<file path="config.mk">
export PLATFORM = sky130hd
export DESIGN_NAME = dma_chan_stat
export DESIGN_NICKNAME = d
export VERILOG_FILES = /design/src/rtl/dma_stat_pkg.sv /design/src/rtl/dsa_w1c_bank.sv /design/src/rtl/dsa_err_merge.sv /design/src/rtl/dsa_edge_det.sv /design/src/rtl/dsa_irq_comb.sv /design/src/rtl/dma_chan_stat.sv
export SDC_FILE = /design/constraint.sdc
export NUM_CORES = 1
export LEC_CHECK = 0
export BUFFER_PORTS_ARGS = -buffer_cell sky130_fd_sc_hd__buf_2
export CAP_MARGIN = 20
export CORE_MARGIN = 8
export CORE_UTILIZATION = 30
export DETAILED_ROUTE_END_ITERATION = 12
export PLACE_DENSITY = 0.81
export SYNTH_ARGS = -nofsm -noshare
export SYNTH_HDL_FRONTEND = slang
export SYNTH_SLANG_ARGS = --single-unit
</file>
<file path="constraint.sdc">
create_clock -name clk -period 1.55 [get_ports clk]
set_clock_uncertainty 0.05 [all_clocks]
set_input_delay 0.31 -clock clk [delete_from_list [all_inputs] [get_ports clk]]
set_output_delay 0.31 -clock clk [all_outputs]
set_load 0.02 [all_outputs]
</file>
<file path="src/rtl/dma_stat_pkg.sv">
package dma_stat_pkg;
   // Layout of the channel status word
   localparam int unsigned B_RD_ERR   = 0;
   localparam int unsigned B_WR_ERR   = 1;
   localparam int unsigned B_RD_DONE  = 2;
   localparam int unsigned B_WR_DONE  = 3;
   localparam int unsigned B_TX_AE    = 4;
   localparam int unsigned B_BI_IDLE  = 5;
   localparam int unsigned B_BO_IDLE  = 6;
   localparam int unsigned B_TX_IDLE  = 7;
   localparam int unsigned B_XF_EMPTY = 8;
   localparam int unsigned B_XF_FULL  = 9;
   localparam int unsigned B_LOC_IRQ  = 10;
   localparam int unsigned B_CH_IRQ   = 11;
   localparam int unsigned STAT_BITS  = 12;
   // sticky bits occupy positions 0 .. N_LAT-1
   localparam int unsigned N_LAT      = 5;
   // error sources per engine: target abort, master abort, direction
   localparam int unsigned N_ERR_SRC  = 3;
   localparam int unsigned N_ENG      = 2;
endpackage

</file>
<file path="src/rtl/dsa_w1c_bank.sv">
module dsa_w1c_bank #(
   parameter int unsigned N = 5
) (
   input  logic         clk,
   input  logic         rst_n,
   input  logic [N-1:0] set_i,
   input  logic [N-1:0] clr_i,
   output logic [N-1:0] q_o
);
   generate
      if (N < 1) begin : g_bad_n
         $error("dsa_w1c_bank: N must be at least 1");
      end
      for (genvar g = 0; g < N; g++) begin : g_bit
         logic q;
         // set has priority over a simultaneous clear
         always_ff @(posedge clk or negedge rst_n) begin
            if (!rst_n) q <= 1'b0;
            else        q <= set_i[g] | (q & ~clr_i[g]);
         end
         assign q_o[g] = q;
      end
   endgenerate
endmodule

</file>
<file path="src/rtl/dsa_err_merge.sv">
module dsa_err_merge #(
   parameter int unsigned NENG = 2,
   parameter int unsigned NSRC = 3
) (
   input  logic [NENG*NSRC-1:0] src_i,
   output logic [NENG-1:0]      err_o
);
   generate
      if (NENG < 1 || NSRC < 1) begin : g_bad_cfg
         $error("dsa_err_merge: NENG and NSRC must be nonzero");
      end
      for (genvar e = 0; e < NENG; e++) begin : g_eng
         assign err_o[e] = |src_i[e*NSRC +: NSRC];
      end
   endgenerate
endmodule

</file>
<file path="src/rtl/dsa_edge_det.sv">
module dsa_edge_det (
   input  logic clk,
   input  logic rst_n,
   input  logic lvl_i,
   output logic rise_o
);
   logic prev_q;
   always_ff @(posedge clk or negedge rst_n) begin
      if (!rst_n) prev_q <= 1'b0;
      else        prev_q <= lvl_i;
   end
   assign rise_o = lvl_i & ~prev_q;
endmodule

</file>
<file path="src/rtl/dsa_irq_comb.sv">
module dsa_irq_comb #(
   parameter int unsigned NLOC = 4,
   parameter int unsigned NDMA = 2
) (
   input  logic            clk,
   input  logic            rst_n,
   input  logic [NLOC-1:0] loc_src_i,
   input  logic [NLOC-1:0] loc_mask_i,
   input  logic [NDMA-1:0] dma_done_i,
   input  logic            mie_i,
   output logic            loc_irq_o,
   output logic            ch_irq_o,
   output logic            irq_o
);
   logic [NLOC-1:0] masked;
   logic            pre_enable;

   generate
      if (NLOC < 1) begin : g_bad_nloc
         $error("dsa_irq_comb: NLOC must be at least 1");
      end
      for (genvar i = 0; i < NLOC; i++) begin : g_mask
         assign masked[i] = loc_src_i[i] & loc_mask_i[i];
      end
   endgenerate

   assign loc_irq_o  = |masked;
   assign pre_enable = loc_irq_o | (|dma_done_i);
   assign ch_irq_o   = mie_i & pre_enable;

   always_ff @(posedge clk or negedge rst_n) begin
      if (!rst_n) irq_o <= 1'b0;
      else        irq_o <= ch_irq_o;
   end
endmodule

</file>
<file path="src/rtl/dma_chan_stat.sv">
module dma_chan_stat
   import dma_stat_pkg::*;
#(
   parameter int unsigned DATA_W  = 16,
   parameter int unsigned NLOC    = 4,
   parameter bit          AE_EDGE = 1'b1
) (
   input  logic              clk,
   input  logic              rst_n,
   input  logic              rd_tabort_i,
   input  logic              rd_mabort_i,
   input  logic              rd_dir_bad_i,
   input  logic              rd_list_done_i,
   input  logic              wr_tabort_i,
   input  logic              wr_mabort_i,
   input  logic              wr_dir_bad_i,
   input  logic              wr_list_done_i,
   input  logic              bi_idle_i,
   input  logic              bo_idle_i,
   input  logic              tx_idle_i,
   input  logic              xfifo_empty_i,
   input  logic              xfifo_full_i,
   input  logic              tx_ae_lvl_i,
   input  logic [NLOC-1:0]   loc_src_i,
   input  logic [NLOC-1:0]   loc_mask_i,
   input  logic              mie_i,
   input  logic              sw_wr_i,
   input  logic [DATA_W-1:0] sw_wdata_i,
   output logic [DATA_W-1:0] stat_o,
   output logic              irq_o
);
   localparam int unsigned N_ESRC = N_ENG * N_ERR_SRC;

   generate
      if (DATA_W < STAT_BITS) begin : g_bad_width
         $error("dma_chan_stat: DATA_W too small for the status word");
      end
      if (NLOC < 1) begin : g_bad_nloc
         $error("dma_chan_stat: NLOC must be at least 1");
      end
   endgenerate

   // error sources, read engine in the low group
   logic [N_ESRC-1:0] err_src;
   logic [N_ENG-1:0]  err_evt;
   assign err_src = {wr_dir_bad_i, wr_mabort_i, wr_tabort_i,
                     rd_dir_bad_i, rd_mabort_i, rd_tabort_i};

   dsa_err_merge #(.NENG(N_ENG), .NSRC(N_ERR_SRC)) u_err (
      .src_i (err_src),
      .err_o (err_evt)
   );

   // almost-empty event: edge or level variant
   logic ae_evt;
   generate
      if (AE_EDGE) begin : g_ae_edge
         dsa_edge_det u_ae (
            .clk    (clk),
            .rst_n  (rst_n),
            .lvl_i  (tx_ae_lvl_i),
            .rise_o (ae_evt)
         );
      end else begin : g_ae_level
         assign ae_evt = tx_ae_lvl_i;
      end
   endgenerate

   // sticky bank
   logic [N_LAT-1:0] lat_set;
   logic [N_LAT-1:0] lat_clr;
   logic [N_LAT-1:0] lat_q;

   always_comb begin
      lat_set            = '0;
      lat_set[B_RD_ERR]  = err_evt[0];
      lat_set[B_WR_ERR]  = err_evt[1];
      lat_set[B_RD_DONE] = rd_list_done_i;
      lat_set[B_WR_DONE] = wr_list_done_i;
      lat_set[B_TX_AE]   = ae_evt;
   end

   assign lat_clr = {N_LAT{sw_wr_i}} & sw_wdata_i[N_LAT-1:0];

   logic unused_wdata;
   assign unused_wdata = ^sw_wdata_i[DATA_W-1:N_LAT];

   dsa_w1c_bank #(.N(N_LAT)) u_lat (
      .clk   (clk),
      .rst_n (rst_n),
      .set_i (lat_set),
      .clr_i (lat_clr),
      .q_o   (lat_q)
   );

   // interrupt combining
   logic loc_irq;
   logic ch_irq;

   dsa_irq_comb #(.NLOC(NLOC), .NDMA(N_ENG)) u_irq (
      .clk        (clk),
      .rst_n      (rst_n),
      .loc_src_i  (loc_src_i),
      .loc_mask_i (loc_mask_i),
      .dma_done_i ({lat_q[B_WR_DONE], lat_q[B_RD_DONE]}),
      .mie_i      (mie_i),
      .loc_irq_o  (loc_irq),
      .ch_irq_o   (ch_irq),
      .irq_o      (irq_o)
   );

   // status word assembly
   always_comb begin
      stat_o               = '0;
      stat_o[N_LAT-1:0]    = lat_q;
      stat_o[B_BI_IDLE]    = bi_idle_i;
      stat_o[B_BO_IDLE]    = bo_idle_i;
      stat_o[B_TX_IDLE]    = tx_idle_i;
      stat_o[B_XF_EMPTY]   = xfifo_empty_i;
      stat_o[B_XF_FULL]    = xfifo_full_i;
      stat_o[B_LOC_IRQ]    = loc_irq;
      stat_o[B_CH_IRQ]     = ch_irq;
   end
endmodule

</file>
Word level (Yosys, flattened, before mapping)
Cells that the tools add are included.
{"block": "totals", "regBits": 7, "output_inout_bits": 17}
{"block": "classes", "n_bitwise": 24, "n_reduce_logical": 4}
{"operator": "$and 1x1->1", "count": 11}
{"operator": "$not 1->1", "count": 6}
{"operator": "$or 1x1->1", "count": 6}
{"operator": "$reduce_or 3->1", "count": 2}
{"operator": "$and 5x5->5", "count": 1}
{"operator": "$reduce_or 4->1", "count": 1}
{"operator": "$reduce_or 2->1", "count": 1}

Longest topological paths before layout
Gate-level depths: netlist (run 1).
{"block": "depth", "depth_word": 4, "depth_mapped": 3, "depth_no_buf": 2}

By module
From an unflattened synthesis (run 1), not the netlist that was laid out.
{"block": "hier_totals", "cells_unflattened": 48, "area_unflattened_um2": 455.4}
{"module": "dsa_w1c_bank", "n_inst": 1, "seq_area_each_um2": 125.1, "area_per_inst_um2": 219.0, "cells_per_inst": 20}
{"module": "dma_chan_stat", "n_inst": 1, "seq_area_each_um2": 0.0, "area_per_inst_um2": 117.6, "cells_per_inst": 17}
{"module": "dsa_irq_comb", "n_inst": 1, "seq_area_each_um2": 25.0, "area_per_inst_um2": 67.6, "cells_per_inst": 7}
{"module": "dsa_edge_det", "n_inst": 1, "seq_area_each_um2": 25.0, "area_per_inst_um2": 38.8, "cells_per_inst": 2}
{"module": "dsa_err_merge", "n_inst": 1, "seq_area_each_um2": 0.0, "area_per_inst_um2": 12.5, "cells_per_inst": 2}

Worst setup path before layout (run 1)
Ideal clock, no wire load.
{"block": "synth_path", "kind": "input-to-output", "start": "in loc_src_i[1]", "end": "out stat_o[11]", "path_stages": 3, "slack_ps": 403, "required_time_ps": 1190, "arrival_ps": 787, "path_buffers": 1, "path_cell_list": "a22oi_1 a31oi_1 buf_4"}
{"block": "synth_via", "elab_chain_cells": 4}
{"element": "start, declared", "line_no": "dma_chan_stat.sv:24", "rtl": "input logic [NLOC-1:0] loc_src_i,"}
{"element": "$and 1x1->1", "line_no": "dsa_irq_comb.sv:23", "rtl": "assign masked[i] = loc_src_i[i] & loc_mask_i[i];"}
{"element": "$reduce_or 4->1", "line_no": "dsa_irq_comb.sv:27", "rtl": "assign loc_irq_o = |masked;"}
{"element": "$or 1x1->1", "line_no": "dsa_irq_comb.sv:28", "rtl": "assign pre_enable = loc_irq_o | (|dma_done_i);"}
{"element": "$and 1x1->1", "line_no": "dsa_irq_comb.sv:29", "rtl": "assign ch_irq_o = mie_i & pre_enable;"}
{"element": "end, declared", "line_no": "dma_chan_stat.sv:29", "rtl": "output logic [DATA_W-1:0] stat_o,"}
No other way between the ends.

Worst setup path in the final report (run 1)
{"block": "layout_path", "start": "reg u_lat.g_bit[2].q", "end": "out stat_o[11]"}
{"block": "layout_via", "elab_chain_cells": 3}
{"element": "start, declared", "line_no": "dsa_w1c_bank.sv:15", "rtl": "logic q;"}
{"element": "start signal, assigned", "line_no": "dsa_w1c_bank.sv:19", "rtl": "else q <= set_i[g] | (q & ~clr_i[g]);"}
{"element": "$reduce_or 2->1", "line_no": "dsa_irq_comb.sv:28"}
{"element": "$or 1x1->1", "line_no": "dsa_irq_comb.sv:28"}
{"element": "$and 1x1->1", "line_no": "dsa_irq_comb.sv:29"}
No other way between the ends.

==> impl_metrics.ini, run 1 <==
[clock_tree]
clock_latency_ns = 0.24
post_cts_buffers = 0
clockBufferDepth = 2
path_clk_slew_ns = 0.06
htreeDepth = 1
cts.repair.resized = 0
cts_root_buffer = clkbuf_4
cts_tree = done
numCtsBuffers = 3
cts.sinks = 7

[power]
peakVddDrop_mv = 0.380
p_leak_nw = 0.275
power.density_nw_per_um2 = 889

[grt]
overflow = 0
grt_pass1_wl_um = 1500
grt_pass1_vias = 388
grt_max_degree = 8
grtUsageTotal_pct = 7.12
antenna_found_initial = 0

[route]
vias_per_cell = 4.05
route.met3.wl_um = 110
vias = 328
ant_nets = 0
routed-wl-met2_um = 461
avgRoutedWirePerCell_um = 11.6
wl_um = 940
drt_first_iter_violations = 3
routed.top_layer = met3
drt-pass1-iter-count = 2
met1Wirelength_um = 367
drcViolationCount = 0

[worst_setup_path]
cp.arrival_ns = 1.06
path_delay_family = flip-flops
critical_path.max_fanout = 3
critPathMaxStageDelay_ns = 0.37
critPathLaunchType = flop
critPathKind = flop to output pin
critPathBufInv = 1
crit_chain = nor2_1 > a31oi_1 > buf_2
worst-path-stages = 3
crit_path_end_kind = output pin
cp_slowest_cell = dfrtp_1
r2r_cells = 1
required_ns = 1.19

[die]
row_count = 13
initial_core_util_pct = 31.6
ios = 59
die_w_um = 52.5
die_area_um2 = 2760
coreArea_um2 = 1270
die_y_um = 52.5

[yosys]
synth_top_area_cell = dfrtp_1
mappedNetlistArea_um2 = 400
synthCells = 41
synth_warnings = 0
syn_area_per_cell_um2 = 9.77
seq_area_frac_synth_pct = 43.8
yosysUniqueCellTypes = 11
synth_top_area_share_pct = 43.8
synth-seq-cells = 7
synth_area_leaders = dfrtp_1, buf_4, a2111o_1

[finish]
final_core_util_pct = 40.3
areaGrowthSynthToFinish_pct = 27.8
diodes = 0
layout-drive-gt1-share_pct = 54.5
finalNetCount = 109

[sta]
setup_viol = 0
report.final.hold_viol_count = 0
period_minus_slack_ns = 1.42
tns_ns = 0
rsz0062_at_grt = no
fin_crit_sh_pct = 91.9
maxSlewViolCount = 0
fmax_mhz = 702

[job]
cap_violations = 0

[placed_design]
gp_congestion = 0.652
io_buffer_count = 33
dp_hpwl_um = 842

[worst_hold_path]
holdCritPathClass = primary input to flop
whs_path_depth = 1

[run_status]
status = completed
[final cells by class]
type	instances	area, um2
Clock buffer	4	26.3
Fill cell	141	757
Inverter	2	7.51
Multi-Input combinational cell	19	109
Sequential cell	7	175
Tap cell	15	18.8
Timing Repair Buffer	34	175
[metal layers]
| metal | up-vias | global-route usage (%) |
|---|---|---|
| li1 | 166 | - |
| met1 | 145 | 7.61 |
| met2 | 17 | 10.9 |
| met3 | 0 | 3.69 |
| met4 | 0 | 4.31 |
| met5 | - | 0 |
[cells in the final DEF, fill, tap and decap left out, drive strengths merged]
cell type    instances
a2111o               2
nor2                 1
conb                 4
a31oi                1
a21o                 2
a22oi                2
dlygate4sd3          1
dfrtp                7
inv                  2
clkbuf               4
a22o                 1
nand2                6
buf                 33
[synth_stat cells]
cell type  number
a2111o_1        2
inv_1           2
nand2_1         6
dfrtp_1         7
a21o_1          2
a22o_1          1
nor2_1          1
buf_4          16
a22oi_1         2
a31oi_1         1
conb_1          1
[cell families after synthesis]
group / share of synthesized area [%]
buffers and inverters: 31.9
AO/OA/AOI/OAI: 16.9
flip-flops: 43.8
AND/OR/NAND/NOR: 6.56
other: 0.937
[metrics by stage]
step / hold slack, ns / power, W / setup slack (ns) / cell area, um2 / std cells
2_1_floorplan: -0.0356 / 0.000284 / 0.403 / 412 / 44
3_3_place_gp: 0.103 / 0.000291 / 0.265 / 475 / 76
3_5_place_dp: 0.106 / 0.000293 / 0.250 / 475 / 76
4_1_cts: 0.133 / 0.000465 / 0.100 / 512 / 81
5_1_grt: 0.123 / 0.000487 / 0.0309 / 512 / 81
6_report: 0.137 / 0.000455 / 0.125 / 512 / 81
[worst paths after layout]
path / start / end / slack (ns)
hold reg to reg: u_lat.g_bit[4].q / u_lat.g_bit[4].q / 0.44
max in group asynchronous: rst_n / u_lat.g_bit[3].q / 0.92
hold / removal: tx_ae_lvl_i / g_ae_edge.u_ae.prev_q / 0.14
min in group asynchronous: rst_n / u_lat.g_bit[1].q / 0.38
setup reg to reg: u_lat.g_bit[1].q / u_lat.g_bit[1].q / 0.65
setup / recovery: u_lat.g_bit[2].q / stat_o[11] / 0.13
[power by group]
part | internal [W] | leakage, nW | switching, W
registers | 0.000193 | 0.0726 | 0.00000478
logic | 0.0000417 | 0.188 | 0.0000504
clock network | 0.0000982 | 0.0150 | 0.0000668
[registers in the layout, indices dropped and copies added, names as in the netlist]
register / flops
g_ae_edge.u_ae.prev_q: 1
u_lat.g_bit.q: 5
u_irq.irq_o: 1
[repair_timing]
item                                   in CTS  in global routing
hold buffers                                1                  0
setup endpoints to repair                   0                  0
endpoints found under the hold margin       7                  0
Power figures use the tool's default switching activity.
==> inputs of run 2 (changes only) <==
- CORE_UTILIZATION: 30 -> 28
- PLACE_DENSITY: 0.81 -> 0.77
- clock period: 1.55 -> 1.6 ns (I/O delays scaled with it)
==> run 2 against run 1 <==
Global-route usage increased by 0.46 points. Sequential share of layout area unchanged. Via count increased by 1.2%. Power decreased by 2.2%. Cell count unchanged. First-iteration DRC count decreased by 100%. Non-clock buffer count unchanged. Clock-buffer cell count unchanged. Worst hold slack improved by 0.0046 ns. Die area increased by 5.0%. Routed wire length increased by 12%. Critical path type unchanged.
==> impl_metrics.ini, run 2 (same netlist as run 1, synthesis figures left out) <==
[power]
p_clk_share_pct = 36.7
p_leak_nw = 0.275
netSwitchingPower_w = 0.000122
combPwrFrac_pct = 20.1
internal_power_w = 0.000323
swShare_pct = 27.5
p_total_w = 0.000445
power.density_nw_per_um2 = 870
power_frac_seq_pct = 43.2
peakVddDrop_mv = 0.311

[grt]
antenna_found_initial = 0
grt_pass1_vias = 361
grtUsageTotal_pct = 7.58
overflow = 0
grt_pass1_wl_um = 1600
grt_max_degree = 8

[sta]
report.final.hold_viol_count = 0
tns_ns = 0
period_minus_slack_ns = 1.43
fin_ws_ns = 0.173
fmax_mhz = 701
rsz0062_at_grt = no
setup_viol = 0
finalHoldWorstSlack_ns = 0.142
fin_crit_sh_pct = 89.2
maxSlewViolCount = 0

[finish]
largest_register_ffs = 5
layout-drive-gt1-share_pct = 54.5
areaGrowthSynthToFinish_pct = 27.8
reg_top3 = u_lat.g_bit.q: 5 flops, g_ae_edge.u_ae.prev_q: 1 flops, u_irq.irq_o: 1 flops
finalNetCount = 109
final_common_cell = buf_2
diodes = 0
top_register = u_lat.g_bit.q
fin_area_um2 = 512
fillCellCount = 140
mostFrequentLayoutCells = buf_2, dfrtp_1, nand2_1, conb_1, clkbuf_4

[route]
drt-pass1-iter-count = 1
ant_nets = 0
vias_per_cell = 4.10
vias = 332
drt_first_iter_violations = 0
drcViolationCount = 0
wl_um = 1060
avgRoutedWirePerCell_um = 13.0

[placed_design]
io_buffer_count = 33
placed_area_um2 = 475
gp_congestion = 0.636
dp_slack_ns = 0.289
dp_hpwl_um = 934

[run_status]
status = completed

[die]
die_area_um2 = 2900
initial_core_util_pct = 30.4
ios = 59
die_w_um = 53.8
row_count = 13
coreArea_um2 = 1320
die_y_um = 53.8

[worst_setup_path]
cp.arrival_ns = 1.06
critPathLaunchType = flop
path_delay_family = flip-flops
crit_chain = nor2_1 > a31oi_1 > buf_2
cp_slowest_cell = dfrtp_1
required_ns = 1.23
critPathBufInv = 1
crit_path_end_kind = output pin
critical_path.max_fanout = 3
rrSetupSlack_ns = 0.69
critPathKind = flop to output pin
critPathMaxStageDelay_ns = 0.37

[clock_tree]
path_clk_slew_ns = 0.06
cts.repair.resized = 0
clockBufferDepth = 2
cts_tree = done
hold_buffers = 1
numCtsBuffers = 3
post_cts_buffers = 0
cts.sinks = 7
cts_root_buffer = clkbuf_4
clock_latency_ns = 0.25
htreeDepth = 1

[worst_hold_path]
holdCritPathClass = primary input to flop

[job]
cap_violations = 0
==> run 2: cell counts in the layout (fill, tap and decap cells not counted) <==
No cell type changed its count.
==> run 2: path summary, 6_finish.rpt <==
path,cells past startpoint,startpoint,to
min in group asynchronous,2,rst_n,u_irq.irq_o
min reg2reg,1,u_lat.g_bit[1].q,u_lat.g_bit[1].q
max in group asynchronous,2,rst_n,u_lat.g_bit[1].q
max reg2reg,1,u_lat.g_bit[0].q,u_lat.g_bit[0].q
min,1,tx_ae_lvl_i,g_ae_edge.u_ae.prev_q
max,3,u_lat.g_bit[3].q,stat_o[11]
==> run 2: layout make-up <==
type	count	area (um2)	area share, %
clock buffer	4	26.3	5.13
timing repair buffer	34	175	34.2
inverter	2	7.51	1.47
sequential	7	175	34.2
tap	15	18.8	3.67
multi-input combinational	19	109	21.3
==> run 2: per-layer routing <==
| metal | global-route usage [%] | part of all wire [%] | wire, um |
|---|---|---|---|
| met1 | 7.24 | 35 | 368 |
| met2 | 13.1 | 55 | 581 |
| met3 | 5.23 | 10 | 107 |
| met4 | 1.68 | 0 | 0 |
| met5 | 0 | 0 | 0 |
==> run 2: through the flow <==
stage	cells	util (%)
3_3_place_gp	76	36.1
6_report	81	38.8
5_1_grt	81	38.8
4_1_cts	81	38.8
3_5_place_dp	76	36.1
2_1_floorplan	44	-
==> run 2: power groups by stage <==
stage | Combinational (W) | Clock, W | Sequential (W)
2_1_floorplan | 0.0000791 | 0 | 0.000196
3_3_place_gp | 0.0000867 | 0 | 0.000195
3_5_place_dp | 0.0000888 | 0 | 0.000195
4_1_cts | 0.0000907 | 0.000177 | 0.000192
5_1_grt | 0.0000983 | 0.000185 | 0.000193
6_report | 0.0000894 | 0.000164 | 0.000192
